**src/rtl/msr_pkg.sv**
```systemverilog
package msr_pkg;

   // Architectural register numbers; decode elsewhere relies on them.
   localparam logic [11:0] A_SSTATUS  = 12'h100;
   localparam logic [11:0] A_SIE      = 12'h104;
   localparam logic [11:0] A_STVEC    = 12'h105;
   localparam logic [11:0] A_SSCRATCH = 12'h140;
   localparam logic [11:0] A_SIP      = 12'h144;
   localparam logic [11:0] A_MSTATUS  = 12'h300;
   localparam logic [11:0] A_MEDELEG  = 12'h302;
   localparam logic [11:0] A_MIDELEG  = 12'h303;
   localparam logic [11:0] A_MIE      = 12'h304;
   localparam logic [11:0] A_MTVEC    = 12'h305;
   localparam logic [11:0] A_MSCRATCH = 12'h340;
   localparam logic [11:0] A_MIP      = 12'h344;
   localparam logic [11:0] A_VENDOR   = 12'hF11;
   localparam logic [11:0] A_ARCH     = 12'hF12;
   localparam logic [11:0] A_IMPL     = 12'hF13;
   localparam logic [11:0] A_HART     = 12'hF14;

   // Status field positions
   localparam int MPP_LO = 11;
   localparam int FS_LO  = 13;
   localparam int XS_LO  = 15;
   localparam int SD_BIT = 31;

   // Legalisation masks
   localparam logic [31:0] STAT_WMASK = 32'h000E_79AA;
   localparam logic [31:0] SSTAT_VIEW = 32'h800D_E133;
   localparam logic [31:0] IE_MASK    = 32'h0000_02AA;
   localparam logic [31:0] IDLG_MASK  = 32'h0000_0222;
   localparam logic [31:0] IP_WMASK   = 32'h0000_0022;
   localparam logic [31:0] EDLG_MASK  = 32'h0000_BFFF;

   typedef enum logic [1:0] {
      PRV_U    = 2'd0,
      PRV_S    = 2'd1,
      PRV_RSVD = 2'd2,
      PRV_M    = 2'd3
   } priv_e;

endpackage

```
**src/rtl/msr_status_unit.sv**
```systemverilog
module msr_status_unit
   import msr_pkg::*;
#(
   parameter int XLEN       = 32,
   parameter int ADDR_W     = 12,
   parameter bit SUPV_VIEWS = 1'b1
) (
   input  logic              clk,
   input  logic              rst_n,
   input  logic              has_smode,
   input  logic              has_umode,
   input  logic              wr_en,
   input  logic [ADDR_W-1:0] wr_addr,
   input  logic [XLEN-1:0]   wr_data,
   input  logic [ADDR_W-1:0] rd_addr,
   output logic [XLEN-1:0]   rd_data,
   output logic              rd_hit,
   output logic              wr_hit,
   output logic [XLEN-1:0]   status_o
);

   localparam logic [XLEN-1:0] KEEP_BITS = ~(STAT_WMASK | (32'h1 << SD_BIT));

   logic [XLEN-1:0] stat_q, merged, next_stat, wmask;
   logic            m_hit_w, s_hit_w, m_hit_r, s_hit_r, mpp_ok;
   priv_e           mpp_req;

   assign m_hit_w = (wr_addr == ADDR_W'(A_MSTATUS));
   assign m_hit_r = (rd_addr == ADDR_W'(A_MSTATUS));

   generate
      if (SUPV_VIEWS) begin : g_sview
         assign s_hit_w = (wr_addr == ADDR_W'(A_SSTATUS));
         assign s_hit_r = (rd_addr == ADDR_W'(A_SSTATUS));
      end else begin : g_no_sview
         assign s_hit_w = 1'b0;
         assign s_hit_r = 1'b0;
      end
   endgenerate

   assign wr_hit = m_hit_w | s_hit_w;
   assign rd_hit = m_hit_r | s_hit_r;

   always_comb begin
      merged  = s_hit_w ? ((stat_q & ~SSTAT_VIEW) | (wr_data & SSTAT_VIEW)) : wr_data;
      mpp_req = priv_e'(merged[MPP_LO +: 2]);
      mpp_ok  = !((mpp_req == PRV_RSVD) ||
                  (mpp_req == PRV_S && !has_smode) ||
                  (mpp_req == PRV_U && !has_umode));
      wmask = STAT_WMASK;
      if (!mpp_ok) wmask[MPP_LO +: 2] = 2'b00;
      next_stat = (stat_q & ~wmask) | (merged & wmask);
      if (next_stat[FS_LO +: 2] != 2'b00) next_stat[FS_LO +: 2] = 2'b11;
      next_stat[SD_BIT] = (next_stat[FS_LO +: 2] == 2'b11) ||
                          (next_stat[XS_LO +: 2] == 2'b11);
   end

   always_ff @(posedge clk) begin
      if (!rst_n)                stat_q <= '0;
      else if (wr_en && wr_hit)  stat_q <= next_stat;
   end

   always_comb begin
      if (m_hit_r)      rd_data = stat_q;
      else if (s_hit_r) rd_data = stat_q & SSTAT_VIEW;
      else              rd_data = '0;
   end

   assign status_o = stat_q;

   // Field invariants of the stored word
   assert_fs_legal_R4: assert property (@(posedge clk) disable iff (!rst_n)
      (stat_q[FS_LO +: 2] == 2'b00) || (stat_q[FS_LO +: 2] == 2'b11));
   assert_sd_tracks_R4: assert property (@(posedge clk) disable iff (!rst_n)
      stat_q[SD_BIT] == ((stat_q[FS_LO +: 2] == 2'b11) || (stat_q[XS_LO +: 2] == 2'b11)));
   assert_mpp_not_rsvd_R3: assert property (@(posedge clk) disable iff (!rst_n)
      stat_q[MPP_LO +: 2] != 2'b10);
   assert_keep_bits_R2: assert property (@(posedge clk) disable iff (!rst_n)
      (wr_en && wr_hit) |=> ((stat_q & KEEP_BITS) == $past(stat_q & KEEP_BITS)));
   assert_hold_idle_R2: assert property (@(posedge clk) disable iff (!rst_n)
      !(wr_en && wr_hit) |=> $stable(stat_q));

endmodule

```
**src/rtl/msr_irq_unit.sv**
```systemverilog
module msr_irq_unit
   import msr_pkg::*;
#(
   parameter int XLEN       = 32,
   parameter int ADDR_W     = 12,
   parameter bit SUPV_VIEWS = 1'b1
) (
   input  logic              clk,
   input  logic              rst_n,
   input  logic              wr_en,
   input  logic [ADDR_W-1:0] wr_addr,
   input  logic [XLEN-1:0]   wr_data,
   input  logic [ADDR_W-1:0] rd_addr,
   output logic [XLEN-1:0]   rd_data,
   output logic              rd_hit,
   output logic              wr_hit,
   output logic [XLEN-1:0]   irq_enable_o,
   output logic [XLEN-1:0]   irq_deleg_o,
   output logic [XLEN-1:0]   exc_deleg_o
);

   logic [XLEN-1:0] mie_q, mip_q, ideleg_q, edeleg_q;
   logic [XLEN-1:0] mie_d, mip_d, ideleg_d, edeleg_d, alias_v;
   logic            w_mie, w_mip, w_ideleg, w_edeleg, w_sie, w_sip;
   logic            r_sie, r_sip;

   assign w_mie    = (wr_addr == ADDR_W'(A_MIE));
   assign w_mip    = (wr_addr == ADDR_W'(A_MIP));
   assign w_ideleg = (wr_addr == ADDR_W'(A_MIDELEG));
   assign w_edeleg = (wr_addr == ADDR_W'(A_MEDELEG));

   generate
      if (SUPV_VIEWS) begin : g_sview
         assign w_sie = (wr_addr == ADDR_W'(A_SIE));
         assign w_sip = (wr_addr == ADDR_W'(A_SIP));
         assign r_sie = (rd_addr == ADDR_W'(A_SIE));
         assign r_sip = (rd_addr == ADDR_W'(A_SIP));
      end else begin : g_no_sview
         assign w_sie = 1'b0;
         assign w_sip = 1'b0;
         assign r_sie = 1'b0;
         assign r_sip = 1'b0;
      end
   endgenerate

   assign wr_hit = w_mie | w_mip | w_ideleg | w_edeleg | w_sie | w_sip;

   always_comb begin
      mie_d    = mie_q;
      mip_d    = mip_q;
      ideleg_d = ideleg_q;
      edeleg_d = edeleg_q;
      alias_v  = '0;
      if (w_mie) mie_d = (mie_q & ~IE_MASK) | (wr_data & IE_MASK);
      if (w_sie) begin
         alias_v = (mie_q & ~ideleg_q) | (wr_data & ideleg_q);
         mie_d   = (mie_q & ~IE_MASK) | (alias_v & IE_MASK);
      end
      if (w_mip) mip_d = (mip_q & ~IP_WMASK) | (wr_data & IP_WMASK);
      if (w_sip) begin
         alias_v = (mip_q & ~ideleg_q) | (wr_data & ideleg_q);
         mip_d   = (mip_q & ~IP_WMASK) | (alias_v & IP_WMASK);
      end
      if (w_ideleg) ideleg_d = (ideleg_q & ~IDLG_MASK) | (wr_data & IDLG_MASK);
      if (w_edeleg) edeleg_d = (edeleg_q & ~EDLG_MASK) | (wr_data & EDLG_MASK);
   end

   always_ff @(posedge clk) begin
      if (!rst_n) begin
         mie_q    <= '0;
         mip_q    <= '0;
         ideleg_q <= '0;
         edeleg_q <= '0;
      end else if (wr_en && wr_hit) begin
         mie_q    <= mie_d;
         mip_q    <= mip_d;
         ideleg_q <= ideleg_d;
         edeleg_q <= edeleg_d;
      end
   end

   always_comb begin
      rd_hit  = 1'b1;
      rd_data = '0;
      if      (rd_addr == ADDR_W'(A_MIE))     rd_data = mie_q;
      else if (rd_addr == ADDR_W'(A_MIP))     rd_data = mip_q;
      else if (rd_addr == ADDR_W'(A_MIDELEG)) rd_data = ideleg_q;
      else if (rd_addr == ADDR_W'(A_MEDELEG)) rd_data = edeleg_q;
      else if (r_sie)                         rd_data = mie_q & ideleg_q;
      else if (r_sip)                         rd_data = mip_q & ideleg_q;
      else                                    rd_hit  = 1'b0;
   end

   assign irq_enable_o = mie_q;
   assign irq_deleg_o  = ideleg_q;
   assign exc_deleg_o  = edeleg_q;

   assert_ie_mask_R5: assert property (@(posedge clk) disable iff (!rst_n)
      (mie_q & ~IE_MASK) == '0);
   assert_ideleg_mask_R5: assert property (@(posedge clk) disable iff (!rst_n)
      (ideleg_q & ~IDLG_MASK) == '0);
   assert_ip_mask_R5: assert property (@(posedge clk) disable iff (!rst_n)
      (mip_q & ~IP_WMASK) == '0);
   assert_edeleg_mask_R6: assert property (@(posedge clk) disable iff (!rst_n)
      (edeleg_q & ~EDLG_MASK) == '0);
   assert_sie_only_deleg_R8: assert property (@(posedge clk) disable iff (!rst_n)
      (wr_en && w_sie) |=> ((mie_q & ~ideleg_q) == $past(mie_q & ~ideleg_q)));
   assert_sip_only_deleg_R8: assert property (@(posedge clk) disable iff (!rst_n)
      (wr_en && w_sip) |=> ((mip_q & ~ideleg_q) == $past(mip_q & ~ideleg_q)));

endmodule

```
**src/rtl/msr_trap_bank.sv**
```systemverilog
module msr_trap_bank #(
   parameter int          XLEN      = 32,
   parameter int          ADDR_W    = 12,
   parameter int          NUM_PLAIN = 4,
   parameter logic [11:0] TVEC_ADDR = 12'h305,
   parameter logic [11:0] BASE_ADDR = 12'h340
) (
   input  logic              clk,
   input  logic              rst_n,
   input  logic              wr_en,
   input  logic [ADDR_W-1:0] wr_addr,
   input  logic [XLEN-1:0]   wr_data,
   input  logic [ADDR_W-1:0] rd_addr,
   output logic [XLEN-1:0]   rd_data,
   output logic              rd_hit,
   output logic              wr_hit
);

   logic [XLEN-1:0]      tvec_q;
   logic [XLEN-1:0]      plain_q [NUM_PLAIN];
   logic [NUM_PLAIN-1:0] plain_wsel;
   logic                 tvec_wsel, tvec_mode_ok;

   assign tvec_wsel    = (wr_addr == ADDR_W'(TVEC_ADDR));
   assign tvec_mode_ok = (wr_data[1:0] == 2'b00);

   always_ff @(posedge clk) begin
      if (!rst_n)                                   tvec_q <= '0;
      else if (wr_en && tvec_wsel && tvec_mode_ok)  tvec_q <= {wr_data[XLEN-1:2], 2'b00};
   end

   generate
      for (genvar g = 0; g < NUM_PLAIN; g++) begin : g_plain
         assign plain_wsel[g] = (wr_addr == ADDR_W'(BASE_ADDR + g));
         always_ff @(posedge clk) begin
            if (!rst_n)                         plain_q[g] <= '0;
            else if (wr_en && plain_wsel[g])    plain_q[g] <= wr_data;
         end
      end
   endgenerate

   assign wr_hit = tvec_wsel | (|plain_wsel);

   always_comb begin
      rd_hit  = 1'b0;
      rd_data = '0;
      if (rd_addr == ADDR_W'(TVEC_ADDR)) begin
         rd_hit  = 1'b1;
         rd_data = tvec_q;
      end
      for (int i = 0; i < NUM_PLAIN; i++) begin
         if (rd_addr == ADDR_W'(BASE_ADDR + i)) begin
            rd_hit  = 1'b1;
            rd_data = plain_q[i];
         end
      end
   end

   assert_tvec_aligned_R7: assert property (@(posedge clk) disable iff (!rst_n)
      tvec_q[1:0] == 2'b00);
   assert_tvec_reject_R7: assert property (@(posedge clk) disable iff (!rst_n)
      (wr_en && tvec_wsel && !tvec_mode_ok) |=> $stable(tvec_q));

endmodule

```
**src/rtl/msr_csr_file.sv**
```systemverilog
module msr_csr_file
   import msr_pkg::*;
#(
   parameter int XLEN       = 32,
   parameter int ADDR_W     = 12,
   parameter bit SUPV_VIEWS = 1'b1
) (
   input  logic              clk,
   input  logic              rst_n,
   input  logic              has_smode,
   input  logic              has_umode,
   input  logic [XLEN-1:0]   hart_id,
   input  logic              wr_en,
   input  logic [ADDR_W-1:0] wr_addr,
   input  logic [XLEN-1:0]   wr_data,
   output logic              wr_illegal,
   input  logic [ADDR_W-1:0] rd_addr,
   output logic [XLEN-1:0]   rd_data,
   output logic              rd_illegal,
   output logic [XLEN-1:0]   status_o,
   output logic [XLEN-1:0]   irq_enable_o,
   output logic [XLEN-1:0]   irq_deleg_o,
   output logic [XLEN-1:0]   exc_deleg_o
);

   localparam int NUM_LVL   = 2;   // 0: supervisor bank, 1: machine bank
   localparam int NUM_UNITS = NUM_LVL + 3;

   generate
      if (XLEN != 32) begin : g_bad_xlen
         $error("msr_csr_file: XLEN must be 32");
      end
      if (ADDR_W != 12) begin : g_bad_addr
         $error("msr_csr_file: ADDR_W must be 12");
      end
   endgenerate

   logic [XLEN-1:0]      u_rd   [NUM_UNITS];
   logic [NUM_UNITS-1:0] u_rhit, u_whit;

   msr_status_unit #(.XLEN(XLEN), .ADDR_W(ADDR_W), .SUPV_VIEWS(SUPV_VIEWS)) u_status (
      .clk(clk), .rst_n(rst_n), .has_smode(has_smode), .has_umode(has_umode),
      .wr_en(wr_en), .wr_addr(wr_addr), .wr_data(wr_data), .rd_addr(rd_addr),
      .rd_data(u_rd[0]), .rd_hit(u_rhit[0]), .wr_hit(u_whit[0]), .status_o(status_o)
   );

   msr_irq_unit #(.XLEN(XLEN), .ADDR_W(ADDR_W), .SUPV_VIEWS(SUPV_VIEWS)) u_irq (
      .clk(clk), .rst_n(rst_n), .wr_en(wr_en), .wr_addr(wr_addr), .wr_data(wr_data),
      .rd_addr(rd_addr), .rd_data(u_rd[1]), .rd_hit(u_rhit[1]), .wr_hit(u_whit[1]),
      .irq_enable_o(irq_enable_o), .irq_deleg_o(irq_deleg_o), .exc_deleg_o(exc_deleg_o)
   );

   generate
      for (genvar l = 0; l < NUM_LVL; l++) begin : g_lvl
         if (l == 0 && !SUPV_VIEWS) begin : g_off
            assign u_rd[2+l]   = '0;
            assign u_rhit[2+l] = 1'b0;
            assign u_whit[2+l] = 1'b0;
         end else begin : g_on
            msr_trap_bank #(
               .XLEN(XLEN), .ADDR_W(ADDR_W), .NUM_PLAIN(4),
               .TVEC_ADDR(l == 0 ? A_STVEC : A_MTVEC),
               .BASE_ADDR(l == 0 ? A_SSCRATCH : A_MSCRATCH)
            ) u_bank (
               .clk(clk), .rst_n(rst_n), .wr_en(wr_en), .wr_addr(wr_addr),
               .wr_data(wr_data), .rd_addr(rd_addr), .rd_data(u_rd[2+l]),
               .rd_hit(u_rhit[2+l]), .wr_hit(u_whit[2+l])
            );
         end
      end
   endgenerate

   // Identity registers: read-only, never a write target
   always_comb begin
      u_rhit[NUM_UNITS-1] = (rd_addr == ADDR_W'(A_VENDOR)) || (rd_addr == ADDR_W'(A_ARCH)) ||
                            (rd_addr == ADDR_W'(A_IMPL))   || (rd_addr == ADDR_W'(A_HART));
      u_rd[NUM_UNITS-1]   = (rd_addr == ADDR_W'(A_HART)) ? hart_id : '0;
      u_whit[NUM_UNITS-1] = 1'b0;
   end

   always_comb begin
      rd_data = '0;
      for (int i = 0; i < NUM_UNITS; i++) rd_data = rd_data | u_rd[i];
   end

   assign rd_illegal = ~(|u_rhit);
   assign wr_illegal = wr_en & ~(|u_whit);

   assert_decode_onehot_R11: assert property (@(posedge clk) disable iff (!rst_n)
      $onehot0(u_rhit) && $onehot0(u_whit));
   assert_illegal_rd_zero_R11: assert property (@(posedge clk) disable iff (!rst_n)
      rd_illegal |-> (rd_data == '0));
   assert_illegal_wr_nochange_R11: assert property (@(posedge clk) disable iff (!rst_n)
      wr_illegal |=> ($stable(status_o) && $stable(irq_enable_o) &&
                      $stable(irq_deleg_o) && $stable(exc_deleg_o)));
   assert_id_zero_R10: assert property (@(posedge clk) disable iff (!rst_n)
      (rd_addr == ADDR_W'(A_VENDOR) || rd_addr == ADDR_W'(A_IMPL)) |-> (rd_data == '0));

endmodule

```
**config.mk**
```make
export PLATFORM = sky130hd
export DESIGN_NAME = msr_csr_file
export DESIGN_NICKNAME = d
export VERILOG_FILES = /design/src/rtl/msr_pkg.sv /design/src/rtl/msr_status_unit.sv /design/src/rtl/msr_irq_unit.sv /design/src/rtl/msr_trap_bank.sv /design/src/rtl/msr_csr_file.sv
export SDC_FILE = /design/constraint.sdc
export NUM_CORES = 1
export LEC_CHECK = 0
export BUFFER_PORTS_ARGS = -buffer_cell sky130_fd_sc_hd__clkbuf_2
export CAP_MARGIN = 10
export CELL_PAD_IN_SITES_DETAIL_PLACEMENT = 0
export CELL_PAD_IN_SITES_GLOBAL_PLACEMENT = 2
export CORE_UTILIZATION = 38
export DETAILED_ROUTE_END_ITERATION = 10
export GPL_TIMING_DRIVEN = 0
export PLACE_DENSITY = 0.77
export SYNTH_ARGS = -nofsm -noshare
export SYNTH_HDL_FRONTEND = slang
export SYNTH_HIERARCHICAL = 1
export SYNTH_SLANG_ARGS = --single-unit
export TNS_END_PERCENT = 5
```
**constraint.sdc**
```tcl
create_clock -name clk -period 4.1 [get_ports clk]
set_clock_uncertainty 0.1 [all_clocks]
set_input_delay 0 -clock clk [delete_from_list [all_inputs] [get_ports clk]]
set_output_delay 0 -clock clk [all_outputs]
set_load 0.02 [all_outputs]
```
# == Yosys cells after proc, flatten, opt, wreduce, memory -nomap -nowiden ==
# Memories as Yosys holds them, arrays and structs flattened.
# Index checks and enable logic that the tools add are counted.
# word_totals
regBits,220
ramBits,256
output_inout_bits,162
wordCells,208
mem_count,2
# mem_list
memory,depth,width,read_ports,rd_clocked_by_memory_dff,write_ports,line_no,source
g_lvl[0].g_on.u_bank.plain_q,4,32,4,0,4,msr_trap_bank.sv:20,logic [XLEN-1:0] plain_q [NUM_PLAIN];
g_lvl[1].g_on.u_bank.plain_q,4,32,4,0,4,msr_trap_bank.sv:20,
# op_classes
eq_ne,44
muxes,75
bitwise,43
n_reduce_logical,37
# op_table
op,count
2-to-1 mux 32 bit,31
equality test 12 x 10 -> 1 bit (second input constant),20
equality test 12 x 9 -> 1 bit (second input constant),16
bitwise OR 32 bit,4
bitwise OR 32 x 10 -> 32 bit,3
bitwise AND 32 bit,2
bitwise OR 32 x 6 -> 32 bit,2
equality test 12 bit (second input constant),4
2-to-1 mux 1 bit,41
bitwise OR 32 x 16 -> 32 bit,1
bitwise AND 31 x 20 -> 31 bit,1
bitwise AND 31 bit,1
2-to-1 mux 31 bit,1
inverter 20 -> 31 bit,1
bitwise OR 31 x 20 -> 31 bit,1
bitwise OR 31 bit,1
bitwise AND 10 bit,2
bitwise OR 1 bit,17
logical AND 1 bit,16
OR reduction 4 bit,3
inverter 10 bit,1
bitwise OR 10 bit,1
AND reduction 2 bit,4
bitwise AND 6 bit,1
11 further kinds,24

# == Longest topological paths before layout ==
# Gate-level depths: netlist (run 1).
# logic_depth
word_depth,14
mapped_depth,9
ltp_nobuf,6

# == Hierarchy ==
# Netlist (run 1), hierarchy kept.
# modules_own_cells
mod,instances,cells_per_inst,area_per_inst_um2,seq_area_each_um2
msr_trap_bank (g_lvl[1].g_on.u_bank),1,612,7531.0,4444.3
msr_trap_bank (g_lvl[0].g_on.u_bank),1,583,7295.7,4444.3
msr_irq_unit,1,247,2099.5,500.5
msr_status_unit,1,118,1009.7,220.2
msr_csr_file,1,110,720.7,0.0

# == Worst setup path after synthesis (run 1) ==
# No wires, ideal clock.
# synth_path
path_kind,in2reg
startpoint,input wr_addr[3]
endpoint,memory g_lvl[1].g_on.u_bank.plain_q[0][0] (enable)
setup_time_ps,470
arrival_time_ps,3018
path_slack_ps,512
path_stages,3
path_buffers,0
path_cell_list,nor4_2 > nand2_1 > o31ai_1
# synth_rtl
item,line_no,source
from (decl),msr_csr_file.sv:14,"input logic [ADDR_W-1:0] wr_addr,"
to (decl),msr_trap_bank.sv:20,

==> results of run 1 <==
==> kinds of logic after synthesis <==
logic type             count (synthesis)  synth area share, %
multiplexers                         149                8.524
buffers and inverters                272                9.040
other                                  2              0.04025
AND/OR/NAND/NOR                      630                20.64
AO/OA/AOI/OAI                        265                10.25
flip-flops                           352                51.51
==> sequential cells by signal (all words and copies together) (netlist names) <==
| signal | count |
|---|---|
| g_lvl.g_on.u_bank/plain_q | 256 |
| u_irq/exc_deleg_o | 15 |
| u_irq/mip_q | 2 |
| u_status/status_o | 11 |
| g_lvl.g_on.u_bank/tvec_q | 60 |
| u_irq/irq_deleg_o | 3 |
| u_irq/irq_enable_o | 5 |
==> path summary, 6_finish.rpt <==
| check | endpoint | slack, ns | from | cells after the start |
|---|---|---|---|---|
| worst min register to register | u_irq/exc_deleg_o[3] | 0.38 | u_irq/exc_deleg_o[3] | 2 |
| worst min-delay path | u_irq/mip_q[1] | 0.03 | wr_addr[6] | 5 |
| worst max register to register | u_status/status_o[11] | 1.76 | u_status/status_o[11] | 6 |
| worst max-delay path | rd_data[10] | 0.89 | rd_addr[0] | 9 |
==> report_power, final <==
part	total [uW]	internal (uW)	switching (uW)
combinational	818	302	515
sequential	3970	3930	32.2
clock	3640	2160	1480
total	8430	6400	2030
==> metrics by stage <==
| stage | power [uW] | setup slack [ns] | std cells |
|---|---|---|---|
| global route | 8697 | 0.7862 | 2709 |
| floorplan | 4488 | 0.5119 | 1796 |
| CTS | 8487 | 0.8453 | 2709 |
| finish | 8428 | 0.8926 | 2709 |
| detailed placement | 4818 | 0.8743 | 2584 |
| global placement | 4793 | -2.245 | 2573 |
==> cells in the mapped netlist (all sizes together) (34+ instances only) <==
master,count
a21oi,46
and2,276
buf,183
clkbuf,49
dfxtp,96
edfxtp,256
inv,39
mux2i,115
nand2,116
nor2,34
nor2b,81
nor4,44
o21ai,80
==> worst register-to-register path: cells and delay by family (launching register included) <==
kind	cells	cell delay, ns
compound gates	4	0.57
buf+inv	2	1.16
flops	1	0.47
==> per-layer routing <==
| layer | track usage, % | wire (um) | share of wire (%) |
|---|---|---|---|
| met5 | 0 | 0 | 0 |
| met4 | 7.998 | 1702 | 2.7 |
| met3 | 3.555 | 3840 | 6.1 |
| met2 | 41.14 | 29470 | 47 |
| met1 | 34.86 | 28300 | 45 |
==> repair_timing <==
| action | CTS | global route |
|---|---|---|
| hold endpoints to repair | 344 | 0 |
| gates resized for setup | 0 | 0 |
| endpoints found under the setup margin | 0 | 0 |
| hold buffers | 49 | 0 |
==> area by class of cell <==
class / count / share of cell area, %
Clock inverter: 19 / 0.7664
Clock buffer: 57 / 5.069
Multi-Input combinational cell: 1172 / 34.70
Inverter: 40 / 0.6569
Tap cell: 615 / 3.367
Sequential cell: 352 / 42.04
Timing Repair Buffer: 222 / 6.678
Buffer: 232 / 6.722
==> cell usage in the layout (no fill, tap or decap), drive strengths merged, types with 29 or more instances in the layout <==
cell / synthesis / layout
a21oi: 46 / 46
o21ai: 80 / 80
nand2: 116 / 116
clkbuf: 49 / 268
mux2: 29 / 29
mux2i: 115 / 115
buf: 183 / 194
nor2: 34 / 34
and2: 276 / 276
nor2b: 81 / 81
dfxtp: 96 / 96
edfxtp: 256 / 256
inv: 39 / 40
nor4: 44 / 44
dlygate4sd3: 0 / 49
conb: 2 / 128
==> results.md, run 1 <==
* Run status: completed
* # IOs at 255
* Final HPWL DP at 46540 um
* Num CTS Buffers at 41
* Port-buffer cells at 162
* Clock buffer depth at 3
* Tcrit/Tclk final at 78.23%
* Synthesis warning total at 6
* Number of fill cells at 4569
* Vias in the first global route at 13667
* Placed cell areas at 21030 sq um
* Unrepaired setup endpoints after global routing: no
* Hold slack at 0.03449 ns
* Synthesized area at 18660 sq um
* Die Y at 223.6 um
* Clock period minus worst slack at 3.207 ns
* Largest net degree at the start of global routing at 22
* DRC at 0
* Worst-path cell chain: clkbuf_2, buf_2, buf_4, buf_2, mux2i_1, a221oi_1, nor4_1, o21ai_2, clkbuf_2
* Pre-antenna DRT Iters at 5
* Final wirelength at 63320 um
* Htree depth at 2
* Clock Sinks at 352
* Worst vdd ir at 0.0002015 V
* CTS tree: done
* Syn avg cell area at 11.17 sq um
* Synth area leader: edfxtp_1
* Synth async-reset ratio at 0%
* Post-synthesis sequential area ratio at 51.51%
* Initial Util at 38.83%
* P_leak at 0.009289 uW
* Max Slew Vio Count at 0
* Slowest library cell on the worst path: a221oi_1
* Fmax at 0.3118 GHz
* Antenna violations before repair at 0
* Iter 0 DRT Violations at 1065
* Nets at 2154
* Vias at 14054
* Slew headroom at 28.84%
* Post-layout util at 47.57%
* Setup Crit Path Kind: input port to output port
* Total of max-cap violations at 0
* Cell Pwr Density at 368.7 nW/um^2
* Mapped Cells at 1670
* Routability cong. at 0.8251
* Clock Pin Slew Worst Setup and Hold Paths at 0.06 ns
* Critical-path maximum fanout at 11
* Arr. time, crit path at 3.11 ns
* Worst path top cell family by delay: buffers and inverters
* #FFs+latches synth at 352
* Crit path capture type: output port
* CP Data Required Time at 4.00 ns
* Top cell type's share of synthesized area at 41.20%
* Fin. Hold Viols at 0
* Std-Cell Core Area at 48050 sq um
* Overflow after GRT at 0
* WL/cell at 23.37 um
* First-pass GRT wire length at 92030 um
* Final instance area at 22860 sq um
* Vias/cell at 5.188
* Setup tns final at 0 ns
* Antenna Diode Count at 0
* Path type of the worst min-delay path: input port to flop
* Clk Latency, worst-skew pair at 0.57 ns
* Buffers & Inverters on Critical Path at 5
* Die area at 49990 sq um
* Top_reg_cell synth: edfxtp_1
* Std-Cell Rows at 80
* Post-CTS Setup Inserts at 0
* Worst Tran Pin Value at 1.067 ns
* Synth cell types at 76
* Critical path startpoint category: input port
* Routed Antenna Nets at 0
* Ranking of synthesized cells by area: edfxtp_1, dfxtp_1, and2_1, mux2i_1, buf_4
* Area Overhead vs Synth at 22.51%
* EDFF count, synth at 256
* Total track usage at 25.33%
* Area of the multi-input gates at 7931 sq um
* Die X at 223.6 um
* Crit path largest cell delay at 0.91 ns
* FF+latch area at 9609 sq um
* Setup-failing EPs final at 0
* Share of layout cells above drive strength 1 at 26.36%
* Root Driver: clkbuf_16
Note: power is estimated with default switching activity, not from simulation.
==> run 2, diff against run 1 <==
--- a/config.mk
+++ b/config.mk
@@ -9,10 +9,10 @@
 export CAP_MARGIN = 10
 export CELL_PAD_IN_SITES_DETAIL_PLACEMENT = 0
 export CELL_PAD_IN_SITES_GLOBAL_PLACEMENT = 2
-export CORE_UTILIZATION = 38
+export CORE_UTILIZATION = 35
 export DETAILED_ROUTE_END_ITERATION = 10
 export GPL_TIMING_DRIVEN = 0
-export PLACE_DENSITY = 0.77
+export PLACE_DENSITY = 0.74
 export SYNTH_ARGS = -nofsm -noshare
 export SYNTH_HDL_FRONTEND = slang
 export SYNTH_HIERARCHICAL = 1
==> constraint.sdc (replaced) <==
create_clock -name clk -period 2.9 [get_ports clk]
set_clock_uncertainty 0.1 [all_clocks]
set_input_delay 0 -clock clk [delete_from_list [all_inputs] [get_ports clk]]
set_output_delay 0 -clock clk [all_outputs]
set_load 0.02 [all_outputs]
==> run 2 against run 1 <==
Against the previous run: critical endpoint unchanged; highest routed layer unchanged; total power is 44% higher; critical path depth shrank 1; final area is 1.7% higher; global-route usage fell by 1.5 points; die area increased by 8.5%; hold slack gained 0.035 ns; sequential share of layout area shrank 0.69 points; non-clock buffer count up 2; utilization shrank 3.4 points.
==> results.md, run 2 (synthesis gave the netlist of run 1 again) <==
* Run status: completed (unchanged)
* Clock share of power at 44.0% (was 43.2%)
* Fin worst setup slack at 0.03238 ns (was 0.8926 ns)
* Vias/cell at 5.042 (was 5.188)
* Max Slew Vio Count at 0 (unchanged)
* Root Driver: clkbuf_16 (unchanged)
* Net switching power at 2879 uW (was 2026 uW)
* Worst reg2reg path depth at 6 (unchanged)
* Die Y at 232.9 um (was 223.6 um)
* Tcrit/Tclk final at 98.88%
* Nets at 2156 (was 2154)
* Clock period minus worst slack at 2.868 ns
* Hold endpoint: g_lvl[0].g_on.u_bank/plain_q[0][9] (was u_irq/mip_q[1])
* Fmax at 0.3487 GHz
* Std-Cell Rows at 84 (was 80)
* Switching share of power at 23.78% (was 24.04%)
* Post-CTS Setup Inserts at 0 (unchanged)
* Critical-path maximum fanout at 10 (was 11)
* Area of the multi-input gates at 8144 sq um (was 7931 sq um)
* Worst Tran Pin Value at 1.003 ns (was 1.067 ns)
* Most common cell after layout, fill and taps aside: and2_1 (unchanged)
* Reg2reg setup slack at 0.49 ns (was 1.76 ns)
* Hold Startpoint: wr_addr[1] (was wr_addr[6])
* Final wirelength at 64300 um (was 63320 um)
* CP Data Required Time at 2.80 ns (was 4.00 ns)
* Clock Pin Slew Worst Setup and Hold Paths at 0.06 ns (about the same)
* Iter 0 DRT Violations at 875 (was 1065)
* Crit path capture type: output port (unchanged)
* Pre-CTS setup slack at -0.3306 ns (was 0.8743 ns)
* Unrepaired setup endpoints after global routing: yes (was no)
* Die X at 232.9 um (was 223.6 um)
* Clock Sinks at 352 (unchanged)
* Arr. time, crit path at 2.77 ns (was 3.11 ns)
* Antenna violations before repair at 0 (unchanged)
* Final HPWL DP at 47050 um (was 46540 um)
* Path type of the worst min-delay path: input port to flop (unchanged)
* Setup Crit Path Kind: input port to output port (unchanged)
* Hold Crit Depth at 2 (was 5)
* # IOs at 255 (unchanged)
* Overflow after GRT at 0 (unchanged)
* CP startpoint: rd_addr[3] (was rd_addr[0])
* Pre-antenna DRT Iters at 5 (unchanged)
* Port-buffer cells at 162 (unchanged)
* Htree depth at 2 (unchanged)
* Slew headroom at 33.11% (was 28.84%)
* Routability cong. at 0.8408 (was 0.8251)
* Setup-failing EPs final at 0 (unchanged)
* Worst vdd ir at 0.0003374 V (was 0.0002015 V)
* Reg2reg start: u_status/status_o[11] (unchanged)
* Top reg by flops: g_lvl.g_on.u_bank/plain_q (unchanged)
* Commonest cells after routing, fill and taps aside: and2_1, edfxtp_1, clkbuf_2 (unchanged)
* Total power at 12100 uW (was 8428 uW)
* Vias at 14053 (was 14054)
* Number of fill cells at 5061 (was 4569)
* Clk Latency, worst-skew pair at 0.56 ns (was 0.57 ns)
* Clock buffer depth at 3 (unchanged)
* CTS tree: done (unchanged)
* Internal at 9225 uW (was 6401 uW)
* Largest net degree at the start of global routing at 23 (was 22)
* Fin. Hold Viols at 0 (unchanged)
* Comb pwr share at 9.7% (about the same)
* Post-layout util at 44.14% (was 47.57%)
* Seq pwr share at 46.3% (was 47.1%)
* Initial Util at 35.43% (was 38.83%)
* R2r endpoint: u_status/status_o[11] (unchanged)
* FF+latch area at 9609 sq um (unchanged)
* Cell Pwr Density at 520.8 nW/um^2 (was 368.7 nW/um^2)
* Total of max-cap violations at 0 (unchanged)
* WL/cell at 23.07 um (was 23.37 um)
* DRC at 0 (unchanged)
* Routed Antenna Nets at 0 (unchanged)
* Max reg flops at 256 (unchanged)
* First-pass GRT wire length at 92590 um (was 92030 um)
* Die area at 54230 sq um (was 49990 sq um)
* P_leak at 0.009379 uW (was 0.009289 uW)
* Total track usage at 23.80% (was 25.33%)
* Share of layout cells above drive strength 1 at 28.10% (was 26.36%)
* Std-Cell Core Area at 52660 sq um (was 48050 sq um)
* Area Overhead vs Synth at 24.57% (was 22.51%)
* Num CTS Buffers at 41 (unchanged)
* Critical path startpoint category: input port (unchanged)
* Vias in the first global route at 13716 (was 13667)
==> run 2: layout make-up <==
class	count	share of cell area, %
Antenna cell	3	0.03230
Timing Repair Buffer	224	6.622
Inverter	40	0.6461
Tap cell	688	3.704
Clock buffer	60	5.163
Buffer	232	6.649
Sequential cell	352	41.35
Clock inverter	16	0.7914
Multi-Input combinational cell	1172	35.04
==> run 2: worst max path at each step <==
| stage | end | slack, ns | cells past startpoint |
|---|---|---|---|
| finish | rd_data[10] | 0.03 | 8 |
| global route | rd_data[10] | -0.04 | 8 |
| CTS | rd_data[22] | -0.003 | 9 |
| detailed placement | rd_data[10] | -0.33 | 9 |
| global placement | g_lvl[1].g_on.u_bank/plain_q[2][25] | -3.25 | 4 |
| floorplan | g_lvl[1].g_on.u_bank/plain_q[0][0] | -0.69 | 3 |
==> run 2: through the flow <==
stage	setup TNS, ns	cell area [sq um]	hold WS (ns)	cells
after floorplan	-145.72	19130	0.02817	1796
after global placement	-786.52	20800	0.2287	2646
after detailed placement	-3.399	21120	0.2310	2657
after CTS	-0.002887	23120	0.01909	2784
after global routing	-0.08627	23230	0.05476	2784
final	0	23240	0.06946	2787
==> run 2: critical path, cell delays in order <==
cell and delay, ns:
clkbuf_2 0.23, nor4_1 0.33, nand4_1 0.57, clkbuf_1 0.53
a221oi_2 0.67, nor4_2 0.15, o21ai_2 0.09, clkbuf_2 0.17
==> run 2: per-layer routing <==
layer / vias up / track usage (%) / routed length, um
met1: 6987 / 32.18 / 28860
met3: 80 / 4.130 / 3849
met4: 0 / 8.599 / 2123
li1: 6534 / - / -
met2: 452 / 38.03 / 29470
met5: - / 0 / 0
==> run 2: power by group through the flow <==
stage               clock (uW)  combinational (uW)  sequential, uW
floorplan                    0                 634            5710
global placement             0                1050            5730
CTS                       5440                1160            5610
detailed placement           0                1100            5710
finish                    5320                1180            5610
global route              5610                1260            5620
==> run 2: repair_timing <==
item / CTS / global route
setup endpoints to repair: 24 / 21
pin swaps: 0 / 1
hold buffers: 51 / 0
endpoints found under the hold margin: 352 / 0
resized for setup: 20 / 20
